[src/rtl/wsum_period_osc.sv]
module wsum_period_osc #(
  parameter int N_IN   = 128,
  parameter int W_BITS = 3,
  parameter int BASE   = 4
) (
  input  logic                    clk,
  input  logic                    rst_n,
  input  logic                    run,
  input  logic [N_IN-1:0]         x,
  input  logic                    wr_en,
  input  logic [$clog2(N_IN)-1:0] wr_addr,
  input  logic [W_BITS-1:0]       wr_data,
  output logic                    spike
);
  localparam int A_W   = $clog2(N_IN);
  localparam int WMAX  = (1 << W_BITS) - 1;
  localparam int P_W   = $clog2(N_IN * WMAX + BASE + 1);
  localparam int NPAIR = N_IN / 2;

  logic [W_BITS-1:0] wt [N_IN];
  logic [W_BITS:0]   psum [NPAIR];
  logic [P_W-1:0]    tot, next_per, per, cnt;
  logic              active, spike_q;

  always_ff @(posedge clk) begin
    if (!rst_n) begin
      for (int i = 0; i < N_IN; i++) wt[i] <= '0;
    end else if (wr_en && !run) begin
      wt[wr_addr] <= wr_data;
    end
  end

  for (genvar g = 0; g < NPAIR; g++) begin : g_pair
    assign psum[g] = (x[2*g]   ? {1'b0, wt[2*g]}   : '0)
                   + (x[2*g+1] ? {1'b0, wt[2*g+1]} : '0);
  end

  always_comb begin
    tot = '0;
    for (int p = 0; p < NPAIR; p++) tot = tot + P_W'(psum[p]);
  end

  assign next_per = tot + P_W'(BASE);

  always_ff @(posedge clk) begin
    if (!rst_n || !run) begin
      active  <= 1'b0;
      cnt     <= '0;
      per     <= '0;
      spike_q <= 1'b0;
    end else if (!active) begin
      active  <= 1'b1;
      cnt     <= P_W'(1);
      per     <= next_per;
      spike_q <= 1'b0;
    end else if (cnt == per) begin
      cnt     <= P_W'(1);
      per     <= next_per;
      spike_q <= 1'b1;
    end else begin
      cnt     <= cnt + P_W'(1);
      spike_q <= 1'b0;
    end
  end

  assign spike = spike_q;

  // a pulse only follows an edge that sampled run high
  a_r8_spike_needs_run: assert property (@(posedge clk) disable iff (!rst_n)
    spike |-> $past(run));

  // single-cycle pulse when the period exceeds one cycle
  a_r7_single_pulse: assert property (@(posedge clk) disable iff (!rst_n)
    (spike && per > P_W'(1) && run) |=> !spike);

  // locked weight port
  a_r3_write_locked: assert property (@(posedge clk) disable iff (!rst_n)
    (run && wr_en) |=> wt[$past(wr_addr)] == $past(wt[wr_addr]));

  // position inside the period stays within 1..per
  a_r4_cnt_bounds: assert property (@(posedge clk) disable iff (!rst_n)
    active |-> (cnt >= P_W'(1) && cnt <= per && per >= P_W'(BASE)));

  // period length frozen between boundaries
  a_r6_period_held: assert property (@(posedge clk) disable iff (!rst_n)
    (active && run && cnt != per) |=> $stable(per));

  initial begin
    a_r9_no_wrap: assert (N_IN * WMAX + BASE < (1 << P_W));
  end
endmodule

[config.mk]
export PLATFORM = sky130hd
export DESIGN_NAME = wsum_period_osc
export DESIGN_NICKNAME = d
export VERILOG_FILES = /design/src/rtl/wsum_period_osc.sv
export SDC_FILE = /design/constraint.sdc
export NUM_CORES = 1
export LEC_CHECK = 0
export BUFFER_PORTS_ARGS = -buffer_cell sky130_fd_sc_hd__buf_2
export CORE_ASPECT_RATIO = 0.6
export CORE_MARGIN = 10
export CORE_UTILIZATION = 47
export CTS_CLUSTER_SIZE = 16
export DETAILED_ROUTE_END_ITERATION = 6
export SETUP_SLACK_MARGIN = 0.15
export SLEW_MARGIN = 20
export SYNTH_ARGS = -nofsm -noshare
export SYNTH_HDL_FRONTEND = slang
export SYNTH_SLANG_ARGS = --single-unit
[constraint.sdc]
create_clock -name clk -period 11.4 [get_ports clk]
set_input_delay 1.71 -clock clk [delete_from_list [all_inputs] [get_ports clk]]
set_output_delay 1.71 -clock clk [all_outputs]
set_load 0.005 [all_outputs]
==> impl_metrics.tcl, run 1 <==
set metrics [dict create \
    area_delta_synth_final_pct 9.660 \
    hold_class "reg2reg" \
    multiInputGateArea_sq_um 14840 \
    clk_latency_ps 570 \
    final_nets 3222 \
    fmax_mhz 109.6 \
    cts_sinks 406 \
    worstSetupEndpointType "flip-flop" \
    viasPerCell 5.100 \
    syn_nets 3168 \
    place_congestion 0.8413 \
    cts.path.max_buffers 3 \
    cpLargestDelayFamily "adder cells" \
    cts_hold_buf 0 \
    synth_top_flop_cell "edfxtp_1" \
    r2r-start "wt[59][1]" \
    dr.pass1.iters 7 \
    min_period_over_period_pct 80.06 \
    fillCellCount 5403 \
    grt_pass1_wl_mm 112.7 \
    cpMaxStageDelayCell "fa_1" \
    hold-path-cell-count 2 \
    min_period_ps 9127 \
    via_count 17816 \
    layout-drive-gt1-share_pct 9.067 \
    cp-start-kind "input pin" \
    max-cap-violations 0 \
    die-area_sq_um 71910 \
    hold_end "per[9]" \
    ant_nets 0 \
    setup_viol 0 \
    ys_async_sr_fraction_pct 0 \
    first_global_vias 19046 \
    synthCells 2575 \
    avgSynthCellArea_sq_um 11.19 \
    crit_type "in2reg" \
    ios 143 \
    track_usage_pct 20.50 \
    die_y_um 211.8 \
    syn-cell-area_sq_um 28810 \
    initial_core_util_pct 47.39 \
    cp_common_cell "fa_1" \
    yosysWarnings 0 \
    r2r_slack_ps 3100 \
    remaining_drc_errors 0 \
    ys_ff_latch 406 \
    final.setup_skew_ps 14.15 \
    yosys.cell_types.count 33 \
    finalSetupTns_ps 0 \
    critPathMaxFanout 3 \
    synth-edff-count 384 \
    gr-total-overflow 0 \
    hp-start "per[9]" \
    core_sq_um 60780 \
    cts_resized 0 \
    drtIter0Drc 1549 \
    reg2reg_to "per[9]" \
    grt_setup_unrepaired "false" \
    timing_hold_violations_final 0 \
    regArea_sq_um 11970 \
    core.rowCount 70 \
    relSlewSlack_pct 24.86 \
    worstMarginPinSlew_ps 1127 \
    cp.required_ps 11830 \
    dp_hpwl_mm 52.07 \
    clkTransAtPathRegs_ps 60 \
    avgRoutedWirePerCell_um 20.64 \
    cts_tree "built" \
    r2r_cells 29 \
    ys_seq_area_share_pct 41.56 \
    drt_wl_total_mm 72.09 \
    die_w_um 339.6 \
    slew_violations 0 \
    status "complete, no violations" \
    antenna_found_initial 12 \
    ctsHtreeMaxLevel 2 \
    cts_buffers 43 \
    crit_buf_inv 11 \
    cts_setup_buffers 0 \
    grt_max_degree 129 \
    critPathMaxStageDelay_ps 560 \
    cp_data_arrival_time_ps 9560 \
    io_buffers 142 \
    root_buffer "clkbuf_16" \
]
## registers in the layout (all words and copies together) (netlist names)
signal  cells
cnt        10
active      1
spike       1
per        10
wt        384
## worst min-delay path: stages, from the launching register on
cell     delay (ps)
dfxtp_1         330
nand2_1          60
o22ai_1          60
## per-stage QoR
stage                     area, sq um  util, %  setup WS [ps]  hold slack [ps]  cells
after floorplan                 28810        -           2160            455.4   2575
after global placement          30230    49.74           1739            480.6   3411
after detailed placement        30230    49.74           1687            486.9   3411
after CTS                       31540    51.89           2279            496.0   3485
after global routing            31580    51.95           1930            537.1   3489
final                           31590    51.97           2273            499.6   3493
## how the worst max path moves through the flow
stage	end	start	cells past startpoint	slack [ps]
after detailed placement	per[9]	x[59]	30	1690
after global routing	per[9]	x[59]	30	1930
final	per[9]	x[59]	30	2270
after global placement	per[9]	x[65]	30	1740
after floorplan	per[9]	x[65]	29	2160
after CTS	per[9]	x[59]	30	2280
## cells by family after synthesis
family                     share of synthesized area [%]
xor gates and xnor gates                          0.7297
and+or+nand+nor                                    19.46
buffers and inverters                              7.224
DFF                                                41.56
AOI/OAI and AO/OA                                 0.4430
adders and majority gates                          30.38
muxes                                             0.2085
## cells in the mapped netlist (all sizes together), types with 3 or more instances
cell	number	share of area (%)
inv	391	5.1
and3	387	8.4
o21ai	4	0.070
nor2	36	0.50
xnor2	11	0.33
xor2	13	0.40
and2	149	3.2
dfxtp	22	1.5
ha	37	1.6
a211oi	3	0.078
mux2i	6	0.21
buf	8	0.15
nand3	7	0.12
a21oi	7	0.12
edfxtp	384	40
clkbuf	152	2.0
nand2	517	6.7
nor3	9	0.21
fa	414	29
nor4	3	0.065
nand2b	6	0.13
## metal layers
metal | routed length [um] | track usage (%) | vias to the layer above
li1 | - | - | 8234
met1 | 33050 | 29.80 | 8951
met2 | 32470 | 31.99 | 561
met3 | 5790 | 4.180 | 64
met4 | 735 | 3.576 | 6
met5 | 39 | 0 | -
## layout make-up
cell class	instances	share of cell area [%]
timing repair buffer	169	3.010
clock buffer	57	3.739
tap	828	3.280
clock inverter	17	0.4040
multi-input combinational	1618	46.97
sequential	406	37.90
inverter	391	4.646
antenna	7	0.05545
## layout by cell type (no fill, tap or decap), types with 3 or more instances in the layout
cell	instances
and2_1	149
ha_1	37
fa_1	414
mux2i_1	6
buf_4	28
nand3_1	7
nor2_4	6
nand2b_1	6
dfxtp_1	22
o21ai_0	4
xor2_1	13
buf_2	138
nand2_1	516
edfxtp_1	384
diode_2	7
nor2_1	29
inv_1	391
and3_1	387
a211oi_1	3
clkbuf_16	45
clkinv_2	6
clkinv_1	8
a21oi_1	7
xnor2_1	11
clkbuf_1	11
nor3_2	6
Power of run 1 is left out: the tool's default activity adds up to more than one toggle a clock period on the data nets, which glitch-free logic cannot reach.
==> run 2: changes to the inputs <==
--- a/config.mk
+++ b/config.mk
@@ -11,6 +11,7 @@
 export CORE_UTILIZATION = 47
 export CTS_CLUSTER_SIZE = 16
 export DETAILED_ROUTE_END_ITERATION = 6
+export PLACE_DENSITY = 0.66
 export SETUP_SLACK_MARGIN = 0.15
 export SLEW_MARGIN = 20
 export SYNTH_ARGS = -nofsm -noshare
==> constraint.sdc (replaced) <==
create_clock -name clk -period 8.3 [get_ports clk]
set_input_delay 1.245 -clock clk [delete_from_list [all_inputs] [get_ports clk]]
set_output_delay 1.245 -clock clk [all_outputs]
set_load 0.005 [all_outputs]
==> impl_metrics.tcl, run 2 (synthesized netlist as in run 1, its figures left out) <==
set metrics [dict create \
    area_delta_synth_final_pct 11.71 \
    reg_top3 "wt x384, cnt x10, per x10" \
    die_w_um 339.6 \
    r2r-start "wt[57][1]" \
    critPathMaxStageDelay_ps 590 \
    clk_latency_ps 590 \
    worstSetupEndpointType "flip-flop" \
    place_ws_ps -651.5 \
    crit_path_start "x[28]" \
    hold-path-cell-count 2 \
    via_count 18271 \
    drt_wl_total_mm 71.70 \
    timing_hold_violations_final 0 \
    core.rowCount 70 \
    final_cell_mix "509 x nand2_1, 403 x fa_1, 387 x and3_1, 384 x edfxtp_1, 375 x inv_1" \
    slew_violations 0 \
    initial_core_util_pct 47.39 \
    grt_setup_unrepaired "true" \
    fmax_mhz 121.2 \
    io_buffers 142 \
    clkTransAtPathRegs_ps 60 \
    cp_data_arrival_time_ps 8690 \
    cpMaxStageDelayCell "fa_1" \
    first_global_vias 19246 \
    viasPerCell 5.145 \
    r2r_cells 31 \
    relSlewSlack_pct 33.69 \
    gr-total-overflow 0 \
    min_period_ps 8253 \
    layout-drive-gt1-share_pct 12.83 \
    worstMarginPinSlew_ps 994.6 \
    met2_usage_pct 31.83 \
    postLayoutSetupSlackWorst_ps 46.71 \
    met1_usage_pct 27.63 \
    grt_pass1_wl_mm 111.3 \
    root_buffer "clkbuf_16" \
    use_met3_pct 5.743 \
    final.setup_skew_ps 31.14 \
    r2r_slack_ps 440 \
    crit_type "in2reg" \
    final_common_cell "nand2_1" \
    dp_hpwl_mm 51.85 \
    critPathMaxFanout 2 \
    grt_max_degree 91 \
    die_y_um 211.8 \
    regMostFlops "wt" \
    cts.path.max_buffers 3 \
    setup_viol 0 \
    reg2reg_to "per[5]" \
    hold_end "per[9]" \
    die-area_sq_um 71910 \
    place_congestion 0.8827 \
    largest_reg_flops 384 \
    dr.pass1.iters 6 \
    cts_tree "built" \
    cp-start-kind "input pin" \
    cts_buffers 43 \
    ctsHtreeMaxLevel 2 \
    cts_sinks 406 \
    min_period_over_period_pct 99.44 \
    ant_nets 0 \
    remaining_drc_errors 0 \
    hp-start "per[9]" \
    drtIter0Drc 1707 \
    final_nets 3275 \
    max-cap-violations 0 \
    cts_hold_buf 0 \
    avgRoutedWirePerCell_um 20.19 \
    cp.required_ps 8730 \
    status "complete, no violations" \
    ios 143 \
    hold_class "reg2reg" \
    cp_common_cell "fa_1" \
    busiest_layer "met2" \
    core_sq_um 60780 \
    track_usage_pct 20.20 \
    antenna_found_initial 21 \
]
==> run 2: metal layers <==
| metal | wire (um) | vias up |
|---|---|---|
| met5 | 116 | - |
| met4 | 1544 | 20 |
| met3 | 6450 | 123 |
| met2 | 32440 | 612 |
| met1 | 31150 | 9170 |
| li1 | - | 8346 |
==> run 2: area by class of cell <==
class                      count  area (sq um)
multi-input combinational   1618         14970
sequential                   406         11970
antenna                       10         25.02
tap                          828          1036
clock buffer                  52          1131
timing repair buffer         222          1364
fill                        5273         28600
inverter                     391          1468
clock inverter                24         209.0
==> run 2: worst max path at each step <==
stage | endpoint | slack, ps | cells after the start
after CTS | per[9] | 20 | 30
after detailed placement | per[9] | -650 | 24
final | per[5] | 50 | 29
after floorplan | per[9] | -120 | 29
after global routing | per[5] | -180 | 32
after global placement | per[9] | -560 | 25
==> run 2: repair_timing <==
action | in CTS | in global routing
setup endpoints to repair | 5 | 7
gates resized for setup | 19 | 20
pin swaps | 38 | 29
setup buffers | 2 | 1
==> run 2: critical path, delay by kind of cell <==
kind            cells  cell delay (ps)
compound gates      2              310
fa+ha+maj          13             6040
mux                 1              130
xor+xnor            1               80
simple gates        2              130
buf+inv            10              740
==> run 2: stage by stage <==
stage | hold slack (ps) | std cells | cell area (sq um) | utilization, % | TNS [ps]
after floorplan | 455.4 | 2575 | 28870 | - | -171.8
after global placement | 480.9 | 3461 | 30660 | 50.45 | -2854
after detailed placement | 490.5 | 3461 | 30660 | 50.45 | -3453
after CTS | 500.1 | 3539 | 32070 | 52.76 | 0
after global routing | 523.9 | 3546 | 32170 | 52.92 | -630.0
final | 501.9 | 3551 | 32180 | 52.94 | 0
Power of run 2 is left out for the same reason.
